===== config.mk =====
export PLATFORM = sky130hd
export DESIGN_NAME = shift_rotate_unit
export DESIGN_NICKNAME = d
export VERILOG_FILES = /design/src/rtl/shift_rotate_unit.sv
export SDC_FILE = /design/constraint.sdc
export NUM_CORES = 1
export LEC_CHECK = 0
export ABC_AREA = 1
export BUFFER_PORTS_ARGS = -buffer_cell sky130_fd_sc_hd__buf_2
export CORE_AREA = 10 10 193 195
export DETAILED_ROUTE_END_ITERATION = 8
export DIE_AREA = 0 0 203 205
export GPL_TIMING_DRIVEN = 1
export PLACE_DENSITY_LB_ADDON = 0.25
export SETUP_SLACK_MARGIN = 0.5
export SYNTH_ARGS = -nofsm -noshare
export SYNTH_HDL_FRONTEND = slang
export SYNTH_SLANG_ARGS = --single-unit

===== constraint.sdc =====
create_clock -name clk -period 1.6 [get_ports clk]
set_input_delay 0.32 -clock clk [delete_from_list [all_inputs] [get_ports clk]]
set_output_delay 0.32 -clock clk [all_outputs]
set_load 0.1 [all_outputs]

===== src/rtl/shift_rotate_unit.sv =====
module shift_rotate_unit (
  input  logic        clk,
  input  logic        rst_n,
  input  logic        in_valid,
  input  logic [2:0]  op_sel,
  input  logic [1:0]  width_sel,
  input  logic [1:0]  count_src,
  input  logic [7:0]  count_reg,
  input  logic [7:0]  count_imm,
  input  logic [31:0] operand,
  input  logic        carry_in,
  output logic        out_valid,
  output logic [31:0] result,
  output logic        carry_out,
  output logic        zero_out,
  output logic        sign_out,
  output logic        parity_out,
  output logic        carry_we,
  output logic        szp_we
);

  localparam int XLEN = 32;
  localparam int DLEN = 2 * XLEN;

  logic [6:0]      w;
  logic [6:0]      w1;
  logic [XLEN-1:0] mask;
  logic [7:0]      raw_cnt;
  logic [4:0]      cnt;
  logic [4:0]      rot_n;
  logic [5:0]      rc_n;
  logic [XLEN-1:0] opm;
  logic            sgn;

  always_comb begin
    case (width_sel)
      2'd0:    begin w = 7'd8;  mask = 32'h0000_00FF; end
      2'd1:    begin w = 7'd16; mask = 32'h0000_FFFF; end
      default: begin w = 7'd32; mask = 32'hFFFF_FFFF; end
    endcase
  end

  assign w1  = w + 7'd1;
  assign opm = operand & mask;
  assign sgn = opm[w[5:0] - 6'd1];

  always_comb begin
    case (count_src)
      2'd0:    raw_cnt = 8'd1;
      2'd1:    raw_cnt = count_reg;
      default: raw_cnt = count_imm;
    endcase
  end

  assign cnt   = raw_cnt[4:0];
  assign rot_n = cnt & 5'(w - 7'd1);

  always_comb begin
    case (width_sel)
      2'd0:    rc_n = 6'({1'b0, cnt} % 6'd9);
      2'd1:    rc_n = 6'({1'b0, cnt} % 6'd17);
      default: rc_n = {1'b0, cnt};
    endcase
  end

  // wide views of the operand for the shift network
  logic [DLEN-1:0] zx, sx, ring, ring_mask;
  logic [DLEN:0]   shl_v, shr_v, sar_v;
  logic [DLEN-1:0] rol_v, ror_v, rcl_v, rcr_v;

  assign zx        = {32'd0, opm};
  assign sx        = {{32{sgn}}, opm | (sgn ? ~mask : 32'd0)};
  assign ring      = zx | (64'(carry_in) << w);
  assign ring_mask = ({32'd0, mask} << 1) | 64'd1;

  assign shl_v = {1'b0, zx} << cnt;
  assign shr_v = {zx, 1'b0} >> cnt;
  assign sar_v = {sx, 1'b0} >> cnt;

  assign rol_v = (zx << rot_n) | (zx >> (w - 7'(rot_n)));
  assign ror_v = (zx >> rot_n) | (zx << (w - 7'(rot_n)));
  assign rcl_v = ((ring << rc_n) | (ring >> (w1 - 7'(rc_n)))) & ring_mask;
  assign rcr_v = ((ring >> rc_n) | (ring << (w1 - 7'(rc_n)))) & ring_mask;

  logic [XLEN-1:0] nres;
  logic            ncar;

  always_comb begin
    nres = opm;
    ncar = carry_in;
    if (cnt != 5'd0) begin
      case (op_sel)
        3'd0: begin nres = rol_v[XLEN-1:0] & mask; ncar = rol_v[0]; end
        3'd1: begin nres = ror_v[XLEN-1:0] & mask; ncar = ror_v[w[5:0] - 6'd1]; end
        3'd2: begin nres = rcl_v[XLEN-1:0] & mask; ncar = rcl_v[w[5:0]]; end
        3'd3: begin nres = rcr_v[XLEN-1:0] & mask; ncar = rcr_v[w[5:0]]; end
        3'd5: begin nres = shr_v[XLEN:1] & mask;   ncar = shr_v[0]; end
        3'd7: begin nres = sar_v[XLEN:1] & mask;   ncar = sar_v[0]; end
        default: begin nres = shl_v[XLEN-1:0] & mask; ncar = shl_v[w[5:0]]; end
      endcase
    end
  end

  always_ff @(posedge clk or negedge rst_n) begin
    if (!rst_n) begin
      out_valid  <= 1'b0;
      result     <= '0;
      carry_out  <= 1'b0;
      zero_out   <= 1'b0;
      sign_out   <= 1'b0;
      parity_out <= 1'b0;
      carry_we   <= 1'b0;
      szp_we     <= 1'b0;
    end else begin
      out_valid <= in_valid;
      carry_we  <= in_valid && (cnt != 5'd0);
      szp_we    <= in_valid && (cnt != 5'd0) && op_sel[2];
      if (in_valid) begin
        result     <= nres;
        carry_out  <= ncar;
        zero_out   <= (nres == '0);
        sign_out   <= nres[w[5:0] - 6'd1];
        parity_out <= ~^nres[7:0];
      end
    end
  end

endmodule


==> reports/results.ini, run 1 <==
[run_status]
status=stopped before the end
stop_stage=global routing
error_line=[ERROR GRT-0116] Global routing finished with congestion. Check the congestion regions in the DRC Viewer.

[clock_network]
clock_sinks=39
cts_made_buffers=5
cts_buffer_depth=2
htree_levels=2
root_buffer=clkbuf_16

[synth]
synth-main-ff-cell=dfrtp_1
synth_top_cell_by_area=nand2_1
syn_inst=3381
synth-seq-area-share_pct=5.89
syn-cell-area_mm2=0.0166
yosysMostFrequentCell=nand2_1
yosys_warnings=0
syn_area_per_cell_um2=4.90
async_reset_ff_share_pct=100
synth_commonest_cells=nand2_1, nand3_1, o21ai_0
synth-edff-count=0
syn_nets=3460
synthTopCellsByArea=nand2_1, nand3_1, o21ai_0
ys_types=65
synth_top_area_share_pct=28.0
ys_ff_latch=39

[floorplan]
fp.dieW_um=203
die_h_um=205
io_pins=98
rows=67
start_util_pct=49.7

[placed_design]
place.port_buffers=91
gp_congestion=1.43
hpwl_um=83800

[global_route]
gr-usage-all-layers_pct=65.7
grt_pass1_vias=33300
grt_max_degree=82
grt_pass1_wl_um=211000
grt-ovfl-total=110

per-stage QoR:
stage | cells | area [um^2] | TNS (ns) | setup WS (ns) | hold slack [ns]
2_1_floorplan | 3381 | 17000 | -145.28 | -4.83 | 0.0244
3_3_place_gp | 4656 | 24500 | -149.50 | -4.52 | 0.390
3_5_place_dp | 4656 | 24500 | -159.38 | -4.82 | 0.399
4_1_cts | 4696 | 25800 | -134.18 | -4.11 | 0.102
kinds of logic after synthesis:
family | count (synthesis) | share of synthesized area, %
adder cells (fa/ha/maj) | 20 | 1.51
AND/OR/NAND/NOR | 2035 | 51.7
other | 1 | 0.0226
multiplexers | 15 | 0.907
XOR/XNOR | 15 | 1.02
flip-flops | 39 | 5.89
AO/OA/AOI/OAI | 781 | 27.3
buffers and inverters | 475 | 11.6
what timing repair did:
| item | CTS |
|---|---|
| hold buffers | 0 |
| gates resized for setup | 210 |
| cloned | 4 |
| pin swaps | 53 |
| setup buffers | 28 |
| endpoints found under the setup margin | 77 |
per-layer routing:
layer	GRT overflow	GRT usage (%)
met1	3	64.3
met2	60	77.6
met3	2	58.7
met4	42	61.4
met5	3	39.0
==> inputs of run 2 (changes only) <==
--- a/config.mk
+++ b/config.mk
@@ -7,12 +7,11 @@
 export LEC_CHECK = 0
 export ABC_AREA = 1
 export BUFFER_PORTS_ARGS = -buffer_cell sky130_fd_sc_hd__buf_2
-export CORE_AREA = 10 10 193 195
+export CORE_AREA = 10 10 229 231
 export DETAILED_ROUTE_END_ITERATION = 8
-export DIE_AREA = 0 0 203 205
+export DIE_AREA = 0 0 239 241
 export GPL_TIMING_DRIVEN = 1
-export PLACE_DENSITY_LB_ADDON = 0.25
-export SETUP_SLACK_MARGIN = 0.5
+export PLACE_DENSITY_LB_ADDON = 0.15
 export SYNTH_ARGS = -nofsm -noshare
 export SYNTH_HDL_FRONTEND = slang
 export SYNTH_SLANG_ARGS = --single-unit
==> run 2 against run 1 <==
Net effect: synthesized cell count unchanged; area after synthesis unchanged; the flow now finishes, with violations (max-capacitance violations, negative setup slack).
==> reports/results.ini, run 2 <==
[run_status]
status=finished with violations  ; was stopped before the end
violations=max-capacitance violations, negative setup slack

[critical_path]
crit_fanout=6
cp.required_ns=1.83
cp_slowest_cell=ha_4
cpPeakStageDelay_ns=0.31
crit_top_cell=nand2_2
cp.arrival_ns=6.09
worstSetupStartpointType=input port
ff2ff_setup_slack_ns=0.85
r2r_cells=2
end_kind=flip-flop
crit_type=input port to flip-flop

[sta]
rsz0062_at_grt=yes
hold_viol_final=0
slew_viol_final=0
fin_crit_sh_pct=367
setup_viol=38
fmax_ghz=0.171
min_period_ns=5.86
finClkSkew_ns=0
relSlewSlack_pct=3.19
tightest_slew_ns=1.42
worst_slack_ns=-4.26

[synth]
async_reset_ff_share_pct=100  ; unchanged
synth-main-ff-cell=dfrtp_1  ; unchanged
synth_top_cell_by_area=nand2_1  ; unchanged
syn_area_per_cell_um2=4.90  ; unchanged
yosys_warnings=0  ; unchanged
syn-cell-area_mm2=0.0166  ; unchanged
syn_nets=3460  ; unchanged
synth_commonest_cells=nand2_1, nand3_1, o21ai_0  ; unchanged
synth-edff-count=0  ; unchanged
synth-seq-area-share_pct=5.89  ; unchanged
syn_inst=3381  ; unchanged
ys_ff_latch=39  ; unchanged
synthTopCellsByArea=nand2_1, nand3_1, o21ai_0  ; unchanged
synth_top_area_share_pct=28.0  ; unchanged
ys_types=65  ; unchanged
yosysMostFrequentCell=nand2_1  ; unchanged

[route]
routed_wl_um=131000
highest-signal-layer=met5
ant_nets=0
routedWlPerCell_um=26.2
dr.pass1.iters=6
met1Wirelength_um=47600
drt_iter0_markers=4618
vias_per_cell=5.96
post-route-drc-count=0
wl_met2_um=53900
vias=29800
wl_met3_um=15800

[cells_and_area]
area_growth_pct=69.2
nNetsFinal=4462
layout-drive-gt1-share_pct=35.9
final_cells=4999
layout_common_cells=nand2_1, buf_4, nand3_1
largest_reg_flops=32
mostFrequentLayoutCell=nand2_1
largest-register=result

[global_route]
grt_pass1_vias=27100
antenna_found_initial=6
gr-usage-all-layers_pct=42.8
grt_max_degree=81
grt-ovfl-total=0
grt_pass1_wl_um=182000

[clock_network]
cts_buffer_depth=2  ; unchanged
htree_levels=2  ; unchanged
cts_tree=built
clk_latency_ns=0.28
clkTransAtPathRegs_ns=0.06
ctsHoldBuffers=0  ; unchanged
root_buffer=clkbuf_16  ; unchanged
clock_sinks=39  ; unchanged
cts_made_buffers=5  ; unchanged

[power_and_ir_drop]
p_total_mw=44.6
p_leak_nw=14.3
vdd_drop_max_mv=1.05
cellPowerDensity_mw_per_mm2=1590

[placed_design]
dp.cells=4926  ; was 4656
hpwl_um=105000  ; was 83800 um
place.port_buffers=91  ; unchanged
gp_congestion=1.18  ; was 1.43

[floorplan]
io_pins=98  ; unchanged
design.core.area_mm2=0.0475
die_h_um=241  ; was 205 um
rows=80  ; was 67
fp.dieW_um=239  ; was 203 um
dieArea_mm2=0.0576
start_util_pct=34.8  ; was 49.7%

[flow_run]
cap_violations=1

[hold_path]
min_path_type=input port to async pin

## run 2: final timing paths
check                                            start                      to
worst min-delay path                             rst_n  parity_out$_DFFE_PN0P_
worst max-delay path                      count_src[1]    zero_out$_DFFE_PN0P_
worst min register to register    zero_out$_DFFE_PN0P_    zero_out$_DFFE_PN0P_
min in group clk                              in_valid     out_valid$_DFF_PN0_
max in group asynchronous                        rst_n    zero_out$_DFFE_PN0P_
worst max register to register  result[23]$_DFFE_PN0P_  result[23]$_DFFE_PN0P_
## run 2: per-stage QoR
stage / worst slack, ns / TNS, ns / util (%) / hold slack, ns / area, um^2
finish: -4.26 / -140.51 / 58.9 / 0.0929 / 28000
detailed placement: -4.99 / -163.19 / 53.9 / 0.404 / 25600
global placement: -4.88 / -156.91 / 53.9 / 0.403 / 25600
global route: -4.67 / -150.50 / 58.9 / 0.128 / 28000
floorplan: -4.83 / -145.24 / - / 0.0244 / 16900
CTS: -4.13 / -133.77 / 56.0 / 0.101 / 26600
## run 2: layout make-up
class / count / area, um^2
flip-flops and latches: 39 / 976
inverters: 238 / 956
multi-input cells: 2867 / 15200
well taps: 615 / 769
clock inverters: 1 / 5.00
diodes: 1 / 2.50
repair buffers: 1232 / 9980
clock buffers: 6 / 139
fillers: 4864 / 19500
## run 2: worst max-delay path, delay by kind of cell
kind	cells	cell delay (ns)
AO/OA/AOI/OAI	8	1.16
AND/OR/NAND/NOR	31	2.43
XOR/XNOR	3	0.55
adder cells (fa/ha/maj)	4	1.01
buffers and inverters	7	0.59
## run 2: where the power goes
| group | total, mW | switching [mW] | internal [mW] |
|---|---|---|---|
| Sequential | 1.31 | 0.125 | 1.19 |
| Combinational | 42.2 | 25.6 | 16.7 |
| Clock | 1.01 | 0.401 | 0.609 |
## run 2: layer usage
| layer | up-vias | track usage, % |
|---|---|---|
| met5 | - | 0 |
| met4 | 14 | 34.5 |
| met3 | 631 | 10.6 |
| met2 | 2221 | 64.7 |
| met1 | 13500 | 51.0 |
| li1 | 13500 | - |
## run 2: cells by family after synthesis
kind of cell	Yosys count	share of synthesized area (%)
and+or+nand+nor	2035	51.7
AOI/OAI and AO/OA	781	27.3
buffers and inverters	475	11.6
DFF	39	5.89
adders and majority gates	20	1.51
xor gates and xnor gates	15	1.02
muxes	15	0.907
other	1	0.0226
## run 2: timing repair
action                                 in CTS  in global routing
gates cloned                                0                  5
setup endpoints to repair                  38                 38
gates resized for setup                   161                253
endpoints found under the hold margin       0                  0
pin swaps                                  69                118
setup buffers                              32                 40
No activity file was read; power rests on OpenSTA's default activity.
